## config.mk

```make
export PLATFORM = sky130hd
export DESIGN_NAME = agen_hazard_unit
export DESIGN_NICKNAME = d
export VERILOG_FILES = /design/src/rtl/agh_pkg.sv /design/src/rtl/agh_dep_tracker.sv /design/src/rtl/agh_bus_check.sv /design/src/rtl/agh_illegal_check.sv /design/src/rtl/agen_hazard_unit.sv
export SDC_FILE = /design/constraint.sdc
export NUM_CORES = 1
export LEC_CHECK = 0
export ABC_AREA = 1
export BUFFER_PORTS_ARGS = -buffer_cell sky130_fd_sc_hd__buf_4
export CORE_ASPECT_RATIO = 1.1
export CORE_MARGIN = 4
export CORE_UTILIZATION = 42
export CTS_BUF_LIST = sky130_fd_sc_hd__clkbuf_8
export CTS_CLUSTER_DIAMETER = 150
export DETAILED_ROUTE_END_ITERATION = 10
export PLACE_DENSITY = 0.78
export SETUP_SLACK_MARGIN = 0.15
export SYNTH_ARGS = -nofsm -noshare
export SYNTH_HDL_FRONTEND = slang
export SYNTH_HIERARCHICAL = 1
export SYNTH_SLANG_ARGS = --single-unit
```

## constraint.sdc

```tcl
create_clock -name clk -period 1.2 [get_ports clk]
set_clock_uncertainty 0.05 [all_clocks]
set_input_delay 0.3 -clock clk [delete_from_list [all_inputs] [get_ports clk]]
set_output_delay 0.3 -clock clk [all_outputs]
set_load 0.02 [all_outputs]
```

## src/rtl/agh_pkg.sv

```systemverilog
`timescale 1ns/1ps
package agh_pkg;
  localparam int REG_NUM_W = 4;
  typedef enum logic [1:0] {
    CLS_I = 2'd0,
    CLS_M = 2'd1,
    CLS_L = 2'd2,
    CLS_B = 2'd3
  } dag_cls_e;
endpackage

```

## src/rtl/agh_dep_tracker.sv

```systemverilog
`timescale 1ns/1ps
module agh_dep_tracker
  import agh_pkg::*;
#(
  parameter int NUM_W = REG_NUM_W
) (
  input  logic             clk,
  input  logic             rst,
  input  logic             wr_en,
  input  dag_cls_e         wr_cls,
  input  logic [NUM_W-1:0] wr_num,
  input  logic             wr_long,
  input  logic             rd_i_en,
  input  logic [NUM_W-1:0] rd_i_num,
  input  logic             rd_m_en,
  input  logic [NUM_W-1:0] rd_m_num,
  output logic             stall
);
  localparam int NPORT = 2;
  localparam int MSB   = NUM_W - 1;

  logic             rec_vld;
  dag_cls_e         rec_cls;
  logic [NUM_W-1:0] rec_num;
  logic             rec_long;

  // one-entry write record; a stall consumes it and ignores the held write
  always_ff @(posedge clk) begin
    if (rst) begin
      rec_vld  <= 1'b0;
      rec_cls  <= CLS_I;
      rec_num  <= '0;
      rec_long <= 1'b0;
    end else if (stall) begin
      rec_vld  <= 1'b0;
    end else begin
      rec_vld  <= wr_en;
      rec_cls  <= wr_cls;
      rec_num  <= wr_num;
      rec_long <= wr_long;
    end
  end

  logic             port_en  [NPORT];
  logic [NUM_W-1:0] port_num [NPORT];
  logic [NPORT-1:0] port_hit;

  assign port_en[0]  = rd_i_en;
  assign port_num[0] = rd_i_num;
  assign port_en[1]  = rd_m_en;
  assign port_num[1] = rd_m_num;

  for (genvar p = 0; p < NPORT; p++) begin : g_port
    localparam dag_cls_e PCLS = (p == 0) ? CLS_I : CLS_M;
    logic cls_ok, same_pair, exact;
    assign cls_ok    = rec_vld && port_en[p] && (rec_cls == PCLS);
    assign same_pair = rec_num[MSB:1] == port_num[p][MSB:1];
    assign exact     = same_pair && (rec_num[0] == port_num[p][0]);
    assign port_hit[p] = cls_ok && same_pair && (exact || rec_long);
  end

  assign stall = |port_hit;

  AST_STALL_SINGLE: assert property (@(posedge clk) disable iff (rst)
    stall |=> !stall);

  AST_SAME_REG_STALL: assert property (@(posedge clk) disable iff (rst)
    ($past(!rst && wr_en && !stall && wr_cls == CLS_I) && rd_i_en &&
     rd_i_num == $past(wr_num)) |-> stall);

  AST_OTHER_GEN_QUIET: assert property (@(posedge clk) disable iff (rst)
    ($past(!rst && wr_en && !stall) &&
     (!rd_i_en || rd_i_num[MSB] != $past(wr_num[MSB])) &&
     (!rd_m_en || rd_m_num[MSB] != $past(wr_num[MSB]))) |-> !stall);
endmodule

```

## src/rtl/agh_bus_check.sv

```systemverilog
`timescale 1ns/1ps
module agh_bus_check #(
  parameter int NOPS  = 3,
  parameter int BUS_W = 2
) (
  input  logic                  clk,
  input  logic                  rst,
  input  logic [NOPS-1:0]       op_req,
  input  logic [NOPS*BUS_W-1:0] op_bus,
  output logic                  bus_delay
);
  localparam int NCMP = NOPS * NOPS;

  logic [NCMP-1:0] clash;

  for (genvar a = 0; a < NOPS; a++) begin : g_a
    for (genvar b = 0; b < NOPS; b++) begin : g_b
      if (b > a) begin : g_cmp
        assign clash[a*NOPS+b] = op_req[a] && op_req[b] &&
          (op_bus[a*BUS_W +: BUS_W] == op_bus[b*BUS_W +: BUS_W]);
      end else begin : g_none
        assign clash[a*NOPS+b] = 1'b0;
      end
    end
  end

  always_ff @(posedge clk) begin
    if (rst) bus_delay <= 1'b0;
    else     bus_delay <= |clash;
  end

  AST_ONE_REQ_NO_DELAY: assert property (@(posedge clk) disable iff (rst)
    ($countones(op_req) <= 1) |=> !bus_delay);
endmodule

```

## src/rtl/agh_illegal_check.sv

```systemverilog
`timescale 1ns/1ps
module agh_illegal_check
  import agh_pkg::*;
#(
  parameter int NUM_W = REG_NUM_W
) (
  input  logic             clk,
  input  logic             rst,
  input  logic             issue_ok,
  input  logic             xfer_en,
  input  logic             xfer_store,
  input  logic [NUM_W-1:0] xfer_num,
  input  logic             rd_i_en,
  input  logic [NUM_W-1:0] rd_i_num,
  input  logic             post_mod,
  output logic             illegal_op
);
  localparam int GEN_BIT = NUM_W - 1;

  logic same_gen, bad_store, bad_load;

  assign same_gen  = rd_i_en && (xfer_num[GEN_BIT] == rd_i_num[GEN_BIT]);
  assign bad_store = xfer_en && xfer_store && same_gen;
  assign bad_load  = xfer_en && !xfer_store && post_mod && same_gen;

  always_ff @(posedge clk) begin
    if (rst) illegal_op <= 1'b0;
    else     illegal_op <= issue_ok && (bad_store || bad_load);
  end

  AST_STORE_FLAG: assert property (@(posedge clk) disable iff (rst)
    (issue_ok && xfer_en && xfer_store && rd_i_en &&
     xfer_num[GEN_BIT] == rd_i_num[GEN_BIT]) |=> illegal_op);

  AST_LOAD_POST_FLAG: assert property (@(posedge clk) disable iff (rst)
    (issue_ok && xfer_en && !xfer_store && post_mod && rd_i_en &&
     xfer_num[GEN_BIT] == rd_i_num[GEN_BIT]) |=> illegal_op);

  AST_LOAD_PRE_OK: assert property (@(posedge clk) disable iff (rst)
    (xfer_en && !xfer_store && !post_mod) |=> !illegal_op);
endmodule

```

## src/rtl/agen_hazard_unit.sv

```systemverilog
`timescale 1ns/1ps
module agen_hazard_unit
  import agh_pkg::*;
#(
  parameter int NUM_W = REG_NUM_W,
  parameter int NOPS  = 3,
  parameter int BUS_W = 2
) (
  input  logic                  clk,
  input  logic                  rst,
  input  logic                  wr_en,
  input  logic [1:0]            wr_cls,
  input  logic [NUM_W-1:0]      wr_num,
  input  logic                  wr_long,
  input  logic                  rd_i_en,
  input  logic [NUM_W-1:0]      rd_i_num,
  input  logic                  rd_m_en,
  input  logic [NUM_W-1:0]      rd_m_num,
  input  logic                  xfer_en,
  input  logic                  xfer_store,
  input  logic [NUM_W-1:0]      xfer_num,
  input  logic                  post_mod,
  input  logic [NOPS-1:0]       op_req,
  input  logic [NOPS*BUS_W-1:0] op_bus,
  output logic                  stall,
  output logic                  bus_delay,
  output logic                  illegal_op
);
  dag_cls_e wr_cls_e;
  logic     stall_w;

  assign wr_cls_e = dag_cls_e'(wr_cls);
  assign stall    = stall_w;

  agh_dep_tracker #(.NUM_W(NUM_W)) i_dep (
    .clk      (clk),
    .rst      (rst),
    .wr_en    (wr_en),
    .wr_cls   (wr_cls_e),
    .wr_num   (wr_num),
    .wr_long  (wr_long),
    .rd_i_en  (rd_i_en),
    .rd_i_num (rd_i_num),
    .rd_m_en  (rd_m_en),
    .rd_m_num (rd_m_num),
    .stall    (stall_w)
  );

  agh_bus_check #(.NOPS(NOPS), .BUS_W(BUS_W)) i_bus (
    .clk       (clk),
    .rst       (rst),
    .op_req    (op_req),
    .op_bus    (op_bus),
    .bus_delay (bus_delay)
  );

  agh_illegal_check #(.NUM_W(NUM_W)) i_ill (
    .clk        (clk),
    .rst        (rst),
    .issue_ok   (!stall_w),
    .xfer_en    (xfer_en),
    .xfer_store (xfer_store),
    .xfer_num   (xfer_num),
    .rd_i_en    (rd_i_en),
    .rd_i_num   (rd_i_num),
    .post_mod   (post_mod),
    .illegal_op (illegal_op)
  );
endmodule

```

# Word level (Yosys, flattened, before mapping)
# Index checks and enable logic that the tools add are counted.
# totals
reg_bits,10
latchBits,0
mem_bits_rw,0
mem_bits_ro,0
in_bits,36
output_inout_bits,3
elab_cells,47
mem_count,0
# op_classes
addsub,0
n_mul,0
div_mod_pow,0
order_cmp,0
eq_ne,9
n_shift,0
muxes,0
n_bitwise,0
reduce_logical,32
# ops
cell,n
$logic_and 1x1->1,23
$eq 2x2->1,3
$eq 3x3->1,2
$reduce_or 3->1,2
$eq 1x1->1,3
$logic_or 1x1->1,3
$eq 2x1->1 const B,1
$logic_not 1->1,2
$logic_not 2->1,1
$reduce_or 2->1,1

# Longest topological paths before layout
# logic_depth
ltp_word,7
mapped_depth,9
ltp_nobuf,9

# Modules after synthesis
# The synthesis kept the hierarchy.
# modules_own_cells
mod,instances,cells_per_inst,area_each_um2,seq_area_each_um2
agh_dep_tracker,1,87,544.3,160.2
agh_bus_check,1,34,151.4,20.0
agh_illegal_check,1,12,65.1,20.0
agen_hazard_unit,1,1,3.8,0.0

# Worst setup path before layout
# OpenSTA, ideal clock, no wires.
# synth_timing
path_type,reg2reg
from,reg i_dep.rec_num[2]
to,reg i_ill.illegal_op
setup_time_ps,112
arrival_time_ps,1110
required_ps,1038
setup_slack_ps,-73
path_stages_with_launch,10
path_buffers,0
synth_period_minus_slack_ps,1273
cell_sequence,dfxtp_1 > inv_2 > nand2_1 > nand2_1 > nor2_2 > nand3_2 > nand2_1 > inv_1 > nand4_1 > nor2_1
# synth_between
elab_chain_cells,7
elab_cells_between_ends,13
classes_between,2 x eq/ne; 11 x reduce/logical
# synth_lines
item,line_no,rtl
"start, declared",agh_dep_tracker.sv:24,logic [NUM_W-1:0] rec_num;
"start signal, assigned",agh_dep_tracker.sv:39,rec_num <= wr_num;
$eq 3x3->1,agh_dep_tracker.sv:57,assign same_pair = rec_num[MSB:1] == port_num[p][MSB:1];
$logic_and 1x1->1,agh_dep_tracker.sv:58,assign exact = same_pair && (rec_num[0] == port_num[p][0]);
$logic_or 1x1->1,agh_dep_tracker.sv:59,assign port_hit[p] = cls_ok && same_pair && (exact || rec_long);
$logic_and 1x1->1,agh_dep_tracker.sv:59,
$reduce_or 2->1 (*),agh_dep_tracker.sv:62,assign stall = |port_hit;
via stall,agen_hazard_unit.sv:25,"output logic stall,"
$logic_not 1->1 (*),agen_hazard_unit.sv:60,".issue_ok (!stall_w),"
$logic_and 1x1->1 (*),agh_illegal_check.sv:28,else illegal_op <= issue_ok && (bad_store || bad_load);
"end signal, assigned",agh_illegal_check.sv:28,
"end, declared",agh_illegal_check.sv:16,output logic illegal_op
# The timed path passes the listed nets; every way through them passes the cells marked *.
# A chain may end at the register's enable or synchronous reset.

# Worst setup path after layout
# layout_timing
from,reg i_dep.rec_num[2]
to,out stall
# layout_between
elab_chain_cells,5
elab_cells_between_ends,11
classes_between,2 x eq/ne; 9 x reduce/logical
# layout_lines
item,line_no
$eq 3x3->1,agh_dep_tracker.sv:57
$logic_and 1x1->1,agh_dep_tracker.sv:58
$logic_or 1x1->1,agh_dep_tracker.sv:59
$logic_and 1x1->1,agh_dep_tracker.sv:59
$reduce_or 2->1 (*),agh_dep_tracker.sv:62
"end, declared",agen_hazard_unit.sv:25
# Every way passes the cells marked *; elsewhere a longest branch is shown, timed or not.

==> impl_metrics.env <==
export IMPL_drtPass1Iterations=4
export IMPL_grt_overflow=0
export IMPL_syn_avg_cell_area_um2=5.71
export IMPL_min_path_cells=2
export IMPL_rr_startpoint="i_dep/rec_num[2]"
export IMPL_synth_commonest_cells="nand2_1, inv_1, nor2_1"
export IMPL_async_flop_share_pct=0
export IMPL_required_ps=850
export IMPL_min_path_type="input pin to register"
export IMPL_r2r_setup_slack_ps=-210
export IMPL_fin_crit_ps=1550
export IMPL_core_area_um2=1650
export IMPL_dp_hpwl_mm=1.67
export IMPL_worst_slew_margin_rel_pct=84.9
export IMPL_synth_ff_type="dfxtp_1"
export IMPL_yosys_area_top_type="dfxtp_1"
export IMPL_r2r_cells=10
export IMPL_start_util_pct=46.3
export IMPL_postSynthCellCount=134
export IMPL_nNetsFinal=221
export IMPL_rsz0062_at_grt="yes"
export IMPL_globalplace_congestion=0.707
export IMPL_num_io_pins=39
export IMPL_drtAntennaViolNets=0
export IMPL_setup_worst_path_class="register to output port"
export IMPL_vias_per_cell=4.84
export IMPL_htree_levels=1
export IMPL_critPathLaunch="i_dep/rec_num[2]"
export IMPL_grt_max_degree=11
export IMPL_worst_pin_slew_ps=226
export IMPL_stdcell_count=201
export IMPL_finalMaxSlewViolations=0
export IMPL_arrival_ps=1200
export IMPL_antenna_cells=0
export IMPL_p_per_area_nw_per_um2=837
export IMPL_peakVddDrop_uv=1040
export IMPL_cap_violations=0
export IMPL_wire_per_inst_um=10.9
export IMPL_path_max_fanout=4
export IMPL_path_clk_slew_ps=50
export IMPL_grt_pass1_wl_mm=3.39
export IMPL_cts_root_buf="clkbuf_8"
export IMPL_rows=15
export IMPL_grt_antenna_before_repair=0
export IMPL_synth_most_common_cell="nand2_1"
export IMPL_r2r_end="i_dep/rec_num[2]"
export IMPL_outcome="finished, violations left"
export IMPL_synthTopCellsByArea="dfxtp_1, nand2_1, inv_1"
export IMPL_finalSetupViolations=10
export IMPL_clock_latency_ps=240
export IMPL_die_width_um=48.7
export IMPL_ys_types=15
export IMPL_cts_sinks=10
export IMPL_crit_end="stall"
export IMPL_postCtsHoldBufs=0
export IMPL_die_h_um=52.7
export IMPL_vias=972
export IMPL_fin_crit_sh_pct=129
export IMPL_grt_usage_pct=16.8
export IMPL_place_inst=194
export IMPL_clk_path_buf_depth=2
export IMPL_cts_buffers=3
export IMPL_leakagePower_uw=0.000746
export IMPL_fin_ws_ps=-346
export IMPL_yosysWarnings=6
export IMPL_synth_edf_count=0
export IMPL_synthesis_area_um2=764
export IMPL_die_area_um2=2570
export IMPL_ys_seq_area_share_pct=26.2
export IMPL_end_kind="output port"
export IMPL_grt_pass1_vias=905
export IMPL_drc=0
export IMPL_violations="negative setup slack"
export IMPL_drive_gt1_share_pct=45.7
export IMPL_area_growth_pct=63.8
export IMPL_drtIter0Drc=12
export IMPL_clock_fmax_mhz=647
export IMPL_drt_total_wl_mm=2.19
export IMPL_synth_seq_cells=10
export IMPL_cts_tree="yes"
export IMPL_synth_top_area_share_pct=26.2
export IMPL_io_buffers=35
export IMPL_syn_num_nets=170
export IMPL_hold_violations=0
export IMPL_utilization_pct=75.8
export IMPL_start_kind="register"
## final cells by class
cell class,instances,area (um^2)
flip-flops and latches,10,213
multi-input cells,91,475
fillers,125,399
clock buffers,4,55.1
inverters,31,116
repair buffers,48,372
well taps,17,21.3
## worst min path at each step
stage,startpoint,to
floorplan,rst,i_dep/rec_cls[1]
global route,rst,i_dep/rec_cls[1]
finish,rst,i_dep/rec_cls[1]
CTS,rst,i_dep/rec_cls[1]
detailed placement,rst,i_dep/rec_cls[1]
global placement,rst,i_dep/rec_cls[1]
## power breakdown
| group | leakage [uW] | internal [uW] | switching, uW |
|---|---|---|---|
| registers | 0.0000850 | 350 | 16.1 |
| clock network | 0.0000288 | 289 | 136 |
| logic | 0.000632 | 141 | 116 |
| total | 0.000746 | 780 | 268 |
## layer usage
layer	global-route usage, %	up-vias	part of all wire [%]
met3	5.98	4	5.9
met1	14.8	446	36
met5	0	-	0
li1	-	496	-
met4	4.04	0	1.3
met2	35.4	26	57
## cell usage in the layout, fill, tap and decap left out
master	count
nand2_1	45
nor2_1	13
buf_4	45
nand4_1	2
a21oi_2	7
nand2_4	1
inv_2	4
dfxtp_1	6
dfxtp_2	1
buf_6	3
and2_2	1
clkbuf_8	4
inv_1	27
nand2_2	1
o21ai_2	1
nor3b_2	1
dfxtp_4	3
nand3_1	2
a21oi_1	3
o21ai_1	1
nor2_2	5
or2_1	1
nand3_2	7
## critical path: stages, from the launching register on
cell	delay, ps
dfxtp_4	360
inv_2	40
nand2_1	50
nand2_1	60
nor2_2	140
nand3_2	120
nand2_4	80
buf_6	120
## cell families after synthesis
group	after synthesis	share of synthesized area, %
flops	10	26.2
buf+inv	33	18.2
compound gates	12	7.86
simple gates	79	47.8
## registers in the layout, summed over array words and instances, names as in the netlist
name,cells
i_dep/rec_cls,2
i_dep/rec_vld,1
i_ill/illegal_op,1
i_dep/rec_num,4
i_bus/bus_delay,1
i_dep/rec_long,1
## what timing repair did
action / 4_1_cts / 5_1_grt
resized for setup: 3 / 12
setup endpoints to repair: 10 / 10
pin swaps: 4 / 7
setup buffers: 2 / 1
## stage by stage
| stage | hold WS [ps] | area [um^2] | setup TNS [ps] | power [uW] | setup slack, ps |
|---|---|---|---|---|---|
| global route | 202 | 1250 | -2630 | 1110 | -395 |
| finish | 201 | 1250 | -2020 | 1050 | -346 |
| floorplan | 321 | 801 | 0 | 485 | 12.8 |
| global placement | 447 | 1140 | -1220 | 606 | -176 |
| CTS | 200 | 1220 | -1750 | 1050 | -350 |
| detailed placement | 452 | 1140 | -1510 | 619 | -201 |
(Power assumes the default switching activity.)
